File: config.mk
export PLATFORM = sky130hd
export DESIGN_NAME = mbox_monitor
export DESIGN_NICKNAME = d
export VERILOG_FILES = /design/src/rtl/mbox_pkg.sv /design/src/rtl/mbox_bus_master.sv /design/src/rtl/mbox_poll_timer.sv /design/src/rtl/mbox_seq.sv /design/src/rtl/mbox_monitor.sv
export SDC_FILE = /design/constraint.sdc
export NUM_CORES = 1
export LEC_CHECK = 0
export BUFFER_PORTS_ARGS = -buffer_cell sky130_fd_sc_hd__buf_2
export CORE_ASPECT_RATIO = 0.9
export CORE_MARGIN = 2
export CORE_UTILIZATION = 49
export CTS_CLUSTER_DIAMETER = 60
export DETAILED_ROUTE_END_ITERATION = 8
export PLACE_DENSITY_LB_ADDON = 0.08
export SETUP_SLACK_MARGIN = 0.5
export SYNTH_ARGS = -nofsm -noshare
export SYNTH_HDL_FRONTEND = slang
export SYNTH_HIERARCHICAL = 1
export SYNTH_SLANG_ARGS = --single-unit
File: constraint.sdc
create_clock -name clk_i -period 2.9 [get_ports clk_i]
set_input_delay 0.58 -clock clk_i [delete_from_list [all_inputs] [get_ports clk_i]]
set_output_delay 0.58 -clock clk_i [all_outputs]
set_load 0.05 [all_outputs]
File: src/rtl/mbox_pkg.sv
package mbox_pkg;
  localparam int unsigned DW    = 32;
  localparam int unsigned AW    = 32;
  localparam int unsigned HW    = 16;

  localparam logic [AW-1:0] IDX_STATUS = 32'h000d_0004;
  localparam logic [AW-1:0] IDX_ACK    = 32'h000d_0031;
  localparam logic [AW-1:0] IDX_LO     = 32'h000d_0032;
  localparam logic [AW-1:0] IDX_HI     = 32'h000d_0034;

  localparam logic [HW-1:0] CODE_PASS   = 16'h0007;
  localparam logic [HW-1:0] CODE_STREAM = 16'h0008;
  localparam logic [HW-1:0] CODE_FAIL   = 16'h00ff;

  typedef enum logic [1:0] {
    TAG_MAJOR = 2'd0,
    TAG_COUNT = 2'd1,
    TAG_ARG   = 2'd2
  } msg_tag_e;

  typedef struct packed {
    logic          we;
    logic [AW-1:0] addr;
    logic [DW-1:0] wdata;
  } bus_cmd_t;

  function automatic logic [AW-1:0] reg_addr(input logic [AW-1:0] base,
                                             input logic [AW-1:0] idx);
    return base + (idx << 2);
  endfunction
endpackage

File: src/rtl/mbox_bus_master.sv
module mbox_bus_master
  import mbox_pkg::*;
(
  input  logic          clk_i,
  input  logic          rst_ni,
  input  logic          go_i,
  input  bus_cmd_t      cmd_i,
  output logic          req_o,
  output logic          we_o,
  output logic [AW-1:0] addr_o,
  output logic [DW-1:0] wdata_o,
  input  logic          ack_i,
  input  logic [DW-1:0] rdata_i,
  output logic          rsp_valid_o,
  output logic [DW-1:0] rsp_data_o
);
  bus_cmd_t cmd_q;

  always_ff @(posedge clk_i or negedge rst_ni) begin
    if (!rst_ni) begin
      req_o       <= 1'b0;
      cmd_q       <= '0;
      rsp_valid_o <= 1'b0;
      rsp_data_o  <= '0;
    end else begin
      rsp_valid_o <= 1'b0;
      if (req_o && ack_i) begin
        req_o       <= 1'b0;
        rsp_valid_o <= 1'b1;
        rsp_data_o  <= rdata_i;
      end else if (go_i && !req_o) begin
        req_o <= 1'b1;
        cmd_q <= cmd_i;
      end
    end
  end

  assign we_o    = cmd_q.we;
  assign addr_o  = cmd_q.addr;
  assign wdata_o = cmd_q.wdata;
endmodule

File: src/rtl/mbox_poll_timer.sv
module mbox_poll_timer #(
  parameter int unsigned LIMIT = 256
) (
  input  logic clk_i,
  input  logic rst_ni,
  input  logic clr_i,
  input  logic inc_i,
  output logic expired_o
);
  localparam int unsigned CW = (LIMIT < 2) ? 1 : $clog2(LIMIT);

  logic [CW-1:0] cnt_q;

  assign expired_o = inc_i && (cnt_q == CW'(LIMIT - 1));

  always_ff @(posedge clk_i or negedge rst_ni) begin
    if (!rst_ni)                cnt_q <= '0;
    else if (clr_i)             cnt_q <= '0;
    else if (inc_i && !expired_o) cnt_q <= cnt_q + 1'b1;
  end
endmodule

File: src/rtl/mbox_seq.sv
module mbox_seq
  import mbox_pkg::*;
#(
  parameter logic [AW-1:0] BASE_ADDR = '0
) (
  input  logic          clk_i,
  input  logic          rst_ni,
  input  logic          start_i,
  output logic          go_o,
  output bus_cmd_t      cmd_o,
  input  logic          rsp_valid_i,
  input  logic [DW-1:0] rsp_data_i,
  output logic          tmr_clr_o,
  output logic          tmr_inc_o,
  input  logic          tmr_exp_i,
  output logic          msg_valid_o,
  output logic [1:0]    msg_tag_o,
  output logic [DW-1:0] msg_data_o,
  output logic          done_o,
  output logic          pass_o,
  output logic          fail_o,
  output logic          timeout_o
);
  localparam logic [AW-1:0] A_STATUS = reg_addr(BASE_ADDR, IDX_STATUS);
  localparam logic [AW-1:0] A_ACK    = reg_addr(BASE_ADDR, IDX_ACK);
  localparam logic [AW-1:0] A_LO     = reg_addr(BASE_ADDR, IDX_LO);
  localparam logic [AW-1:0] A_HI     = reg_addr(BASE_ADDR, IDX_HI);

  typedef enum logic [2:0] {
    ST_IDLE, ST_POLL_SET, ST_RD_HI, ST_RD_LO,
    ST_ACK_CLR, ST_POLL_CLR, ST_ACK_SET, ST_HALT
  } state_e;

  state_e          state_q;
  msg_tag_e        kind_q;
  logic            issued_q;
  logic [HW-1:0]   hi_q;
  logic [HW-1:0]   remain_q;
  logic [DW-1:0]   word_q;
  logic            bus_st, is_poll, poll_ok;
  logic [DW-1:0]   word_d;

  always_comb begin
    cmd_o  = '0;
    bus_st = 1'b1;
    unique case (state_q)
      ST_POLL_SET, ST_POLL_CLR: cmd_o.addr = A_STATUS;
      ST_RD_HI:   cmd_o.addr = A_HI;
      ST_RD_LO:   cmd_o.addr = A_LO;
      ST_ACK_CLR: begin cmd_o.we = 1'b1; cmd_o.addr = A_ACK; end
      ST_ACK_SET: begin cmd_o.we = 1'b1; cmd_o.addr = A_ACK; cmd_o.wdata = 32'd1; end
      default:    bus_st = 1'b0;
    endcase
  end

  assign go_o      = bus_st && !issued_q;
  assign is_poll   = (state_q == ST_POLL_SET) || (state_q == ST_POLL_CLR);
  assign poll_ok   = (state_q == ST_POLL_SET) ? ~rsp_data_i[0] : rsp_data_i[0];
  assign tmr_inc_o = rsp_valid_i && is_poll && !poll_ok;
  assign tmr_clr_o = rsp_valid_i && is_poll && poll_ok;
  assign word_d    = (kind_q == TAG_MAJOR) ? {{(DW-HW){1'b0}}, rsp_data_i[HW-1:0]}
                                           : {hi_q, rsp_data_i[HW-1:0]};

  always_ff @(posedge clk_i or negedge rst_ni) begin
    if (!rst_ni) begin
      state_q     <= ST_IDLE;
      kind_q      <= TAG_MAJOR;
      issued_q    <= 1'b0;
      hi_q        <= '0;
      remain_q    <= '0;
      word_q      <= '0;
      msg_valid_o <= 1'b0;
      msg_tag_o   <= '0;
      msg_data_o  <= '0;
      done_o      <= 1'b0;
      pass_o      <= 1'b0;
      fail_o      <= 1'b0;
      timeout_o   <= 1'b0;
    end else begin
      msg_valid_o <= 1'b0;
      if (go_o) issued_q <= 1'b1;
      if (state_q == ST_IDLE) begin
        if (start_i) begin
          state_q <= ST_POLL_SET;
          kind_q  <= TAG_MAJOR;
        end
      end else if (rsp_valid_i) begin
        issued_q <= 1'b0;
        unique case (state_q)
          ST_POLL_SET, ST_POLL_CLR: begin
            if (poll_ok) begin
              if (state_q == ST_POLL_CLR)   state_q <= ST_ACK_SET;
              else if (kind_q == TAG_MAJOR) state_q <= ST_RD_LO;
              else                          state_q <= ST_RD_HI;
            end else if (tmr_exp_i) begin
              state_q   <= ST_HALT;
              done_o    <= 1'b1;
              timeout_o <= 1'b1;
            end
          end
          ST_RD_HI: begin
            hi_q    <= rsp_data_i[HW-1:0];
            state_q <= ST_RD_LO;
          end
          ST_RD_LO: begin
            word_q      <= word_d;
            msg_valid_o <= 1'b1;
            msg_tag_o   <= kind_q;
            msg_data_o  <= word_d;
            state_q     <= ST_ACK_CLR;
          end
          ST_ACK_CLR: state_q <= ST_POLL_CLR;
          ST_ACK_SET: begin
            state_q <= ST_POLL_SET;
            unique case (kind_q)
              TAG_MAJOR: begin
                if (word_q[HW-1:0] == CODE_PASS) begin
                  state_q <= ST_HALT;
                  done_o  <= 1'b1;
                  pass_o  <= 1'b1;
                end else if (word_q[HW-1:0] == CODE_FAIL) begin
                  state_q <= ST_HALT;
                  done_o  <= 1'b1;
                  fail_o  <= 1'b1;
                end else if (word_q[HW-1:0] == CODE_STREAM) begin
                  kind_q <= TAG_COUNT;
                end
              end
              TAG_COUNT: begin
                remain_q <= word_q[HW-1:0];
                kind_q   <= (word_q[HW-1:0] == '0) ? TAG_MAJOR : TAG_ARG;
              end
              default: begin
                remain_q <= remain_q - 1'b1;
                if (remain_q == HW'(1)) kind_q <= TAG_MAJOR;
              end
            endcase
          end
          default: ;
        endcase
      end
    end
  end
endmodule

File: src/rtl/mbox_monitor.sv
module mbox_monitor
  import mbox_pkg::*;
#(
  parameter logic [31:0] BASE_ADDR  = 32'h0,
  parameter int unsigned POLL_LIMIT = 256
) (
  input  logic        clk_i,
  input  logic        rst_ni,
  input  logic        start_i,
  output logic        bus_req_o,
  output logic        bus_we_o,
  output logic [31:0] bus_addr_o,
  output logic [31:0] bus_wdata_o,
  input  logic        bus_ack_i,
  input  logic [31:0] bus_rdata_i,
  output logic        msg_valid_o,
  output logic [1:0]  msg_tag_o,
  output logic [31:0] msg_data_o,
  output logic        done_o,
  output logic        pass_o,
  output logic        fail_o,
  output logic        timeout_o
);
  logic          go, rsp_valid, tmr_clr, tmr_inc, tmr_exp;
  bus_cmd_t      cmd;
  logic [DW-1:0] rsp_data;

  mbox_bus_master u_bus (
    .clk_i, .rst_ni,
    .go_i(go), .cmd_i(cmd),
    .req_o(bus_req_o), .we_o(bus_we_o), .addr_o(bus_addr_o), .wdata_o(bus_wdata_o),
    .ack_i(bus_ack_i), .rdata_i(bus_rdata_i),
    .rsp_valid_o(rsp_valid), .rsp_data_o(rsp_data)
  );

  mbox_poll_timer #(.LIMIT(POLL_LIMIT)) u_tmr (
    .clk_i, .rst_ni, .clr_i(tmr_clr), .inc_i(tmr_inc), .expired_o(tmr_exp)
  );

  mbox_seq #(.BASE_ADDR(BASE_ADDR)) u_seq (
    .clk_i, .rst_ni, .start_i,
    .go_o(go), .cmd_o(cmd),
    .rsp_valid_i(rsp_valid), .rsp_data_i(rsp_data),
    .tmr_clr_o(tmr_clr), .tmr_inc_o(tmr_inc), .tmr_exp_i(tmr_exp),
    .msg_valid_o, .msg_tag_o, .msg_data_o,
    .done_o, .pass_o, .fail_o, .timeout_o
  );
endmodule

==> Word level (Yosys, flattened, before mapping) <==
Index checks and enable logic that the tools add are counted.
{ "op_classes": {"bitwise_logic": 6, "muxes": 45, "eq_ne": 21, "reduce_logical": 36, "addsub": 2} }
{ "op_table": {"columns": ["op", "count"], "rows": [
  ["22-bit one-hot mux with 4 select lines", 1],
  ["32-bit two-way mux", 1],
  ["16-bit one-hot mux with 2 select lines", 1],
  ["3-bit two-way mux", 9],
  ["1-bit two-way mux", 19],
  ["2-bit two-way mux", 9],
  ["16-bit by 1-bit == test with 1-bit output (second input constant)", 1],
  ["16-bit by 3-bit == test with 1-bit output (second input constant)", 1],
  ["16-bit by 4-bit == test with 1-bit output (second input constant)", 1],
  ["16-bit by 8-bit == test with 1-bit output (second input constant)", 1],
  ["16-bit logical NOT", 1],
  ["8-bit two-way mux", 2],
  ["16-bit by 1-bit subtractor with 16-bit output (second input constant)", 1],
  ["3-bit one-hot mux with 5 select lines", 1],
  ["7-bit AND reduction", 2],
  ["5-bit AND reduction", 2],
  ["2-bit nonzero test", 5],
  ["3-bit == test (second input constant)", 3],
  ["3-bit != test (second input constant)", 3],
  ["8-bit by 1-bit adder with 8-bit output (second input constant)", 1],
  ["8-bit == test (second input constant)", 1],
  ["1-bit logical AND", 8],
  ["4-bit AND reduction", 2],
  ["3-bit by 2-bit == test with 1-bit output (second input constant)", 2],
  ["20 further kinds", 32]
]} }
{ "totals": {"elab_cells": 129, "in_bits": 36, "reg_bits": 168, "output_inout_bits": 105} }

==> Depth between registers and ports, before layout <==
Gate-level depths: netlist of the first run.
{ "depth": {"word_depth": 10, "depth_mapped": 13, "depth_no_buf": 10} }

==> Hierarchy <==
Netlist of the first run, hierarchy kept.
{ "by_module_without_submodules": {"columns": ["mod", "cells_each", "area_each_um2", "n_inst", "seq_area_each_um2"], "rows": [
  ["mbox_seq", 459, 4082.7, 1, 1926.8],
  ["mbox_bus_master", 211, 3827.4, 1, 2477.4],
  ["mbox_poll_timer", 50, 473.0, 1, 200.2]
]} }

==> Worst setup path before layout of the first run <==
Ideal clock, no wire load.
{ "synth_timing": {"path_type": "register to register", "from": "reg u_seq.state_q[0]", "to": "reg u_seq.state_q[1]", "slack_ps": 722, "arrival_time_ps": 2096, "required_ps": 2818, "setup_ps": 82, "path_buffers": 3, "stages_incl_launch_ff": 14, "period_less_slack_ps": 2178, "path_cell_list": "dfrtp_1 clkbuf_1 clkbuf_1 inv_1 nor2_1 nand2_1 nor2_1 buf_4 and3_1 nor3_1 nand2_1 o21ai_0 a221o_1 a31oi_1"} }
{ "synth_between": {"elab_chain_len": 7, "word_cells_on_any_way": 23, "classes_between": "8 x eq/ne; 5 x mux; 10 x reduce/logical"} }
{ "synth_lines": {"columns": ["item", "line_no", "source"], "rows": [
  ["start, declared", "mbox_seq.sv:34", "state_e state_q;"],
  ["start signal, assigned", "mbox_seq.sv:66", "state_q <= ST_IDLE;"],
  ["start signal, assigned", "mbox_seq.sv:84", "state_q <= ST_POLL_SET;"],
  ["start signal, assigned", "mbox_seq.sv:92", "if (state_q == ST_POLL_CLR) state_q <= ST_ACK_SET;"],
  ["3-bit by 1-bit == test with 1-bit output or 3-bit == test (tied branches)", "mbox_seq.sv:57, mbox_seq.sv:58", null],
  ["1-bit two-way mux or 1-bit logical OR (tied branches)", "mbox_seq.sv:58, mbox_seq.sv:57", null],
  ["1-bit logical NOT or 1-bit logical AND (tied branches)", "mbox_seq.sv:59", "assign tmr_inc_o = rsp_valid_i && is_poll && !poll_ok;"],
  ["1-bit logical AND (*)", "mbox_seq.sv:59", null],
  ["net tmr_inc", "mbox_monitor.sv:24", "logic go, rsp_valid, tmr_clr, tmr_inc, tmr_exp;"],
  ["1-bit logical AND (*)", "mbox_poll_timer.sv:14", "assign expired_o = inc_i && (cnt_q == CW'(LIMIT - 1));"],
  ["net tmr_exp", "mbox_monitor.sv:24", null],
  ["4-bit by 2-bit != test with 1-bit output (no line) (*)", null, null],
  ["4-bit AND reduction (no line) (*)", null, null]
]} }
The timed path passes the listed nets; every way through them passes the cells marked *. The select of a mux whose other input is x is not followed.
A chain may end at the register's enable or synchronous reset.

==> Worst setup path in the final report of the first run <==
{ "layout_timing": {"from": "reg u_seq.remain_q[6]", "to": "reg u_seq.remain_q[12]"} }
{ "layout_between": {"elab_chain_len": 2} }
{ "layout_lines": {"columns": ["item", "line_no", "source"], "rows": [
  ["start, declared", "mbox_seq.sv:38", "logic [HW-1:0] remain_q;"],
  ["start signal, assigned", "mbox_seq.sv:130", "remain_q <= word_q[HW-1:0];"],
  ["start signal, assigned", "mbox_seq.sv:134", "remain_q <= remain_q - 1'b1;"],
  ["16-bit by 1-bit subtractor with 16-bit output", "mbox_seq.sv:134", null],
  ["16-bit one-hot mux with 2 select lines", "mbox_seq.sv:115", "unique case (kind_q)"]
]} }
No other way between the ends.

==> results.txt, run 1 <==
The flow ran to the end, and the final reports show no timing, DRC or antenna violations. The area growth from synthesis to layout is 14.4%, and the source-to-sink clock delay at the later pin of the worst-skew pair is 430 ps. The first global-routing pass estimated 26.3 mm of wire. Setup repair after global routing left no endpoint under its margin. Setup slack on the worst reg-to-reg path comes out at 810 ps. Leaving out fill and tap cells, the most frequent cells in the layout are dfrtp_1 (167), buf_2 (123), nand2_1 (112), mux2_2 (59), conb_1 (55).

The full die area is 17000 sq um. The weighted congestion reported at the end of routability-driven placement was 0.808. The library cell used most frequently in the layout, excluding fill and tap cells, is dfrtp_1. In the final layout, the share of cells above drive strength 1 is 33.3%. The total vias in the final route came out at 5285.

The tools report the via count of the first global-routing pass as 5173. IR analysis of the VDD net gives a maximum drop of 0.766 mV. 0 antenna diodes ended up in the layout. The routed design has 16.1 mm of wire.

After legalization and detailed placement, the total HPWL measured 10.9 mm. The final-layout worst hold slack came out at 131 ps. The logs give 0 for the count of max-cap constraint violations and 1369 for the count of fill cells added during filler insertion. Synthesized area per cell: 11.3 sq um. Final critical path time including I/O delays and setup: 2090 ps. The portion of the clock cycle consumed by the worst path in the final layout came out at 72.2%. The worst path arrival time was 2410 ps. For the maximum number of buffers from clock root to sink, the log shows 2. The largest delay contributor family on the critical path is simple AND/OR/NAND/NOR gates.

The type of the worst setup path is reg -> reg. The run gives 839 as the layout net count. The floorplan step defined a core boundary enclosing 15500 sq um.

After detailed routing, the number of vias per cell comes to 5.21. Vertical extent of the die: 124 um. The length in cells of the worst reg-to-reg path was 5. The Yosys step of the flow raised 6 warnings. The logs give 68 for the largest net degree at the start of global routing and 0 for the final setup violation count. The signal on the critical path passes through or4_1 > nor4_4 > nor3b_1 > a31oi_1 > a2bb2oi_1.

The count of routing violations after the opening detailed-route iteration is 453. The number of antenna violations at the first check in global routing was 1. The area of the mapped netlist was 7800 sq um. In the final timing run, aggregate negative setup slack is 0 ps. The clock tree skew after final layout is 8.53 ps, and the CTS sink count is 168.

STA classifies the critical path endpoint as a flop. The die is 137 um wide. The transition time of the tightest slew-check pin was 1090 ps. Among all stages on the critical path, the largest delay is contributed by or4_1. STA classifies the critical path startpoint as a flop. The run gives 0 as the number of routed nets with antenna violations. The reported leakage power is 4.39 nW. Along the worst path, the maximum fanout reaches 6.

In the final routed layout, each cell accounts on average for 15.8 um. The largest stage delay on the critical path came out at 680 ps. TritonCTS built the clock tree. Storage element area: 4210 sq um. In this run the worst hold path is classified as in -> async. Clock-pin slew was measured on the worst setup and hold paths at 70 ps. The post-route total power is 10.7 mW. For this design the ratio of total power to cell area is 1200 nW/um^2. The number of placement rows is 43, and the timing-limited maximum frequency is 477 MHz.

In this run the critical register-to-register path is launched from u_seq/remain_q[6]$_DFFE_PN0P_. The number of iterations in the first detailed-routing pass is 4. The footprint of the multi-input gates was 3140 sq um. The root buffer cell chosen for the clock tree is clkbuf_16. For this design the top-level I/O count stands at 141. Buffers inserted during clock tree synthesis total 17. Counting both buffers and inverters, the worst setup path holds a total of 0. The logs give 0 for the number of slew-limit violations in the final report and 20.2% for the all-layer global routing usage. The required time at the worst-slack endpoint was 3220 ps; the number of buffers inserted for hold repair after clock tree synthesis was 0.

The number of hold-slack violations in the final timing report came out at 0. The run gives 0 as the total DRC errors in the routed layout. The total overflow left after global routing is 0. The relative slew slack was 27.4%; the starting utilization of the core area was 50.4%. In this run the number of H-tree levels came out at 4.

The cell count after synthesis came out at 688. The worst register-to-register path ends at u_seq/remain_q[12]$_DFFE_PN0P_. During placement, the flow inserted port buffers numbering 124.
[registers in the layout, summed over array words and instances, names as in the netlist, 2 cells and up]
name	count
u_seq/hi_q	16
u_seq/msg_tag_o	2
u_bus/addr_o	32
u_bus/rsp_data_o	16
u_seq/word_q	32
u_seq/remain_q	16
u_seq/kind_q	2
u_tmr/cnt_q	8
u_seq/state_q	3
u_bus/wdata_o	32
[where the power goes]
| group | internal (mW) | switching (mW) | leakage, nW |
|---|---|---|---|
| combinational | 1.53 | 3.20 | 1.99 |
| sequential | 3.15 | 0.696 | 2.14 |
| clock | 1.21 | 0.947 | 0.264 |
[worst register-to-register path, cell delays in order (launching register included)]
cell,delay (ps)
dfrtp_1,410
or4_1,680
nor4_4,300
nor3b_1,290
a31oi_1,120
a2bb2oi_1,170
[layer usage]
layer	vias up	track usage, %	share of wire, %	routed length, um
met4	2	7.41	2.0	322
met2	149	30.3	46	7350
met1	2603	28.4	47	7600
met5	-	0	0.068	11
met3	34	5.21	5.0	799
li1	2497	-	-	-
[metrics by stage]
stage	worst slack (ps)	std cells	utilization, %	instance area, sq um
floorplan	722	742	-	8010
global placement	747	983	54.0	8360
detailed placement	719	983	54.0	8360
CTS	686	1015	57.6	8930
global route	551	1015	57.6	8930
finish	806	1015	57.6	8930
[repair_timing]
item	4_1_cts	5_1_grt
gates resized for setup	0	1
setup buffers	0	0
endpoints found under the setup margin	0	3
[cell type report]
type                    instances  share of cell area [%]
repair buffers                133                    8.06
clock buffers                  20                    5.00
multi-input cells             467                    35.1
inverters                      13                   0.547
flip-flops and latches        168                    47.1
well taps                     202                    2.83
clock inverters                12                    1.32
[worst max-delay path by stage]
stage / startpoint / end / slack, ps / depth (start not counted)
2_1_floorplan: u_seq/state_q[0]$_DFFE_PN0P_ / u_seq/state_q[1]$_DFFE_PN0P_ / 720 / 13
3_3_place_gp: u_seq/state_q[0]$_DFFE_PN0P_ / u_seq/state_q[1]$_DFFE_PN0P_ / 750 / 10
3_5_place_dp: u_seq/state_q[0]$_DFFE_PN0P_ / u_seq/state_q[1]$_DFFE_PN0P_ / 720 / 10
4_1_cts: u_seq/state_q[0]$_DFFE_PN0P_ / u_seq/state_q[1]$_DFFE_PN0P_ / 690 / 10
5_1_grt: u_seq/state_q[0]$_DFFE_PN0P_ / u_seq/state_q[1]$_DFFE_PN0P_ / 550 / 10
6_report: u_seq/remain_q[6]$_DFFE_PN0P_ / u_seq/remain_q[12]$_DFFE_PN0P_ / 810 / 5
(Power assumes the default switching activity.)
==> inputs of run 2 (changes only) <==
==> constraint.sdc (replaced) <==
create_clock -name clk_i -period 1.8 [get_ports clk_i]
set_input_delay 0.36 -clock clk_i [delete_from_list [all_inputs] [get_ports clk_i]]
set_output_delay 0.36 -clock clk_i [all_outputs]
set_load 0.05 [all_outputs]
==> run 2 against run 1 <==
  * Non-clock buffer count grew 177
  * The run now ends with setup timing left
  * Sequential share of layout area shrank 14 points
  * Total power up 120%
  * Clock power rose by 80%
==> results.txt, run 2 (synthesis results as in run 1) <==
The flow ran to the end, but the final reports show violations. The final reports fail on setup timing. The number of slew-limit violations in the final report came out at 0. Measured against its own limit, the worst slew margin works out to 66.5%.

The core region is 15500 sq um. Required time at the worst-slack endpoint: 2120 ps. STA classifies the critical path startpoint as a flop. The average wire per standard cell was 21.4 um.

For the count of max-cap constraint violations, the log shows 0. The total vias in the final route is 6642, and the full die area is 17000 sq um. The clock-pin transition on the worst setup and hold timing paths was 70 ps. The number of antenna diodes in the final layout is 0.

The post-route setup TNS came out at -6400 ps. In the routed design, unresolved DRC markers number 0. The weighted congestion reported at the end of routability-driven placement was 0.889; the vertical extent of the die was 124 um.

The number of antenna violations at the first check in global routing is 0. The filler cells instantiated in the layout total 739. Entering global routing, the biggest net connects 43 pins.

The library cell used most frequently in the layout, excluding fill and tap cells, is dfrtp_1. The storage element area is 4220 sq um, and the first-pass GRT wire length is 33.5 mm. For the count of routing violations after the opening detailed-route iteration, the log shows 596. The hold-critical path depth is 2, and the portion of the clock cycle consumed by the worst path in the final layout is 108%. The number of hold-slack violations in the final timing report came out at 0.

The smallest clock period supported by the final layout is computed as 1950 ps. The worst hold path begins at bus_rdata_i[10]. The post-route total power was 23.2 mW; the timing-limited maximum frequency was 512 MHz.

Counting every sink on the clock net gives 168. The logs give 17 for the number of buffers created by CTS and 430 ps for the source-to-sink clock delay at the later pin of the worst-skew pair. CTS built an H-tree with a depth of 4. The count of buffers added on input and output ports is 124. In this run the count of I/O pins placed on the die edge is 141. Setup repair after global routing could not meet its margin everywhere. Once detail routing completed, the nets flagged for antenna violations numbered 0.

The library cells used most frequently in the layout, excluding fill and tap cells, are dfrtp_1 (153), buf_6 (127), buf_4 (109), mux2_4 (83), conb_1 (55). In this run the static leakage power is 6.14 nW. The run gives -148 ps as the post-placement setup slack. The logs give 50.4% for the starting utilization of the core area and 5 for the number of iterations in the first detailed-routing pass. TritonCTS built the clock tree. The wire-length estimate of the detail-placed layout is 12.1 mm.

Using the TritonRoute via totals, the vias-per-cell ratio works out to 5.54. The tools report the layout net count as 1022. Relative to the synthesized area, the layout overhead comes to 65.6%. The tightest min-delay check is of the in -> reg type. Across every metal layer, demand over resource in global routing totals 26.3%.

The die is 137 um wide. Summing all non-filler instances in the final layout gives an area of 12900 sq um. Setup violations remaining at the end of the flow were counted as 77. The fraction of final layout cells with drive strength greater than 1 is 62.3%.

Cell at the root of the clock tree: clkbuf_16. The launching instance or port of the critical path was u_seq/state_q[2]$_DFFE_PN0P_. For the final database, setup skew stands at 10.9 ps. Type of the worst setup path: reg -> reg. The via count of the first global-routing pass is 6123, and the final routed wirelength across all metal layers is 25.7 mm. No sink is reached through more buffers than the 2 on the longest clock path.

Capturing element type of the critical path: a flop. IR analysis of the VDD net gives a maximum drop of 1.41 mV. The placed instances occupy a cell area of 8930 sq um. Measured in cells, the most critical reg-to-reg path has a length of 7. Transition time of the tightest slew-check pin: 497 ps. The power density over the cells is 1800 nW/um^2.

The worst path arrival time is 2270 ps, and the number of placement rows is 43. Summed over all layers, the global routing overflow is 0. Startpoint of the worst register-to-register path: u_seq/state_q[2]$_DFFE_PN0P_.

Summing all multi-input logic gate instances after layout gives 4230 sq um. Maximum fanout along the worst path: 6. The run gives -151 ps as the final critical-path setup slack.
run 2: changes by cell type in the layout (fill, tap and decap cells not counted), moves of 43 or more:
cell	previous run	this run
mux2_4	39	83
buf_6	1	127
mux2_2	59	16
nand2_1	112	51
buf_4	7	109
buf_2	123	18
run 2: path summary, 6_finish.rpt:
kind / end / slack, ps
worst max-delay path: u_bus/wdata_o[6]$_DFFE_PN0P_ / -150
worst max register to register: u_bus/wdata_o[6]$_DFFE_PN0P_ / -150
worst min register to register: u_seq/hi_q[1]$_DFFE_PN0P_ / 520
max in group asynchronous: u_bus/addr_o[23]$_DFFE_PN0P_ / 750
min in group asynchronous: u_seq/remain_q[11]$_DFFE_PN0P_ / 440
worst min-delay path: u_bus/rsp_data_o[10]$_DFFE_PN0P_ / 160
run 2: area by class of cell:
| type | count | area share [%] |
|---|---|---|
| Clock buffer | 19 | 3.43 |
| Clock inverter | 13 | 1.43 |
| Inverter | 13 | 0.494 |
| Multi-Input combinational cell | 470 | 32.7 |
| Sequential cell | 168 | 32.7 |
| Tap cell | 202 | 1.96 |
| Timing Repair Buffer | 310 | 26.9 |
| Timing Repair inverter | 3 | 0.378 |
run 2: through the flow:
stage | util (%) | instances | hold slack [ps]
finish | 83.4 | 1198 | 165
global route | 83.4 | 1198 | 161
CTS | 73.4 | 1135 | 153
detailed placement | 57.7 | 1029 | 322
global placement | 57.7 | 1029 | 323
floorplan | - | 742 | 64.4
run 2: worst max-delay path: stages (launching register included):
cell and delay [ps]:
dfrtp_1 430, and3_4 190, nor3_4 240, nor2b_4 260, buf_6 160, buf_12 120
clkbuf_16 150, mux2_4 290
run 2: repair_timing:
| action | CTS | global route |
|---|---|---|
| hold endpoints to repair | 38 | 0 |
| setup endpoints to repair | 272 | 292 |
| gates resized for setup | 294 | 311 |
| gates cloned | 21 | 5 |
| hold buffers | 1 | 0 |
| buffers inserted | 52 | 58 |
| pin swaps | 56 | 63 |
run 2: power breakdown:
group	switching, mW	total (mW)	internal [mW]
Clock	1.63	3.89	2.26
Combinational	6.74	12.8	6.10
Sequential	1.39	6.49	5.11
Total	9.75	23.2	13.5
run 2: per-layer routing:
layer	vias up	global-route usage, %	wire (um)
met2	356	41.8	12800
met1	3319	36.0	9950
met5	-	0	0
li1	2884	-	-
met4	0	7.54	996
met3	83	6.76	1980
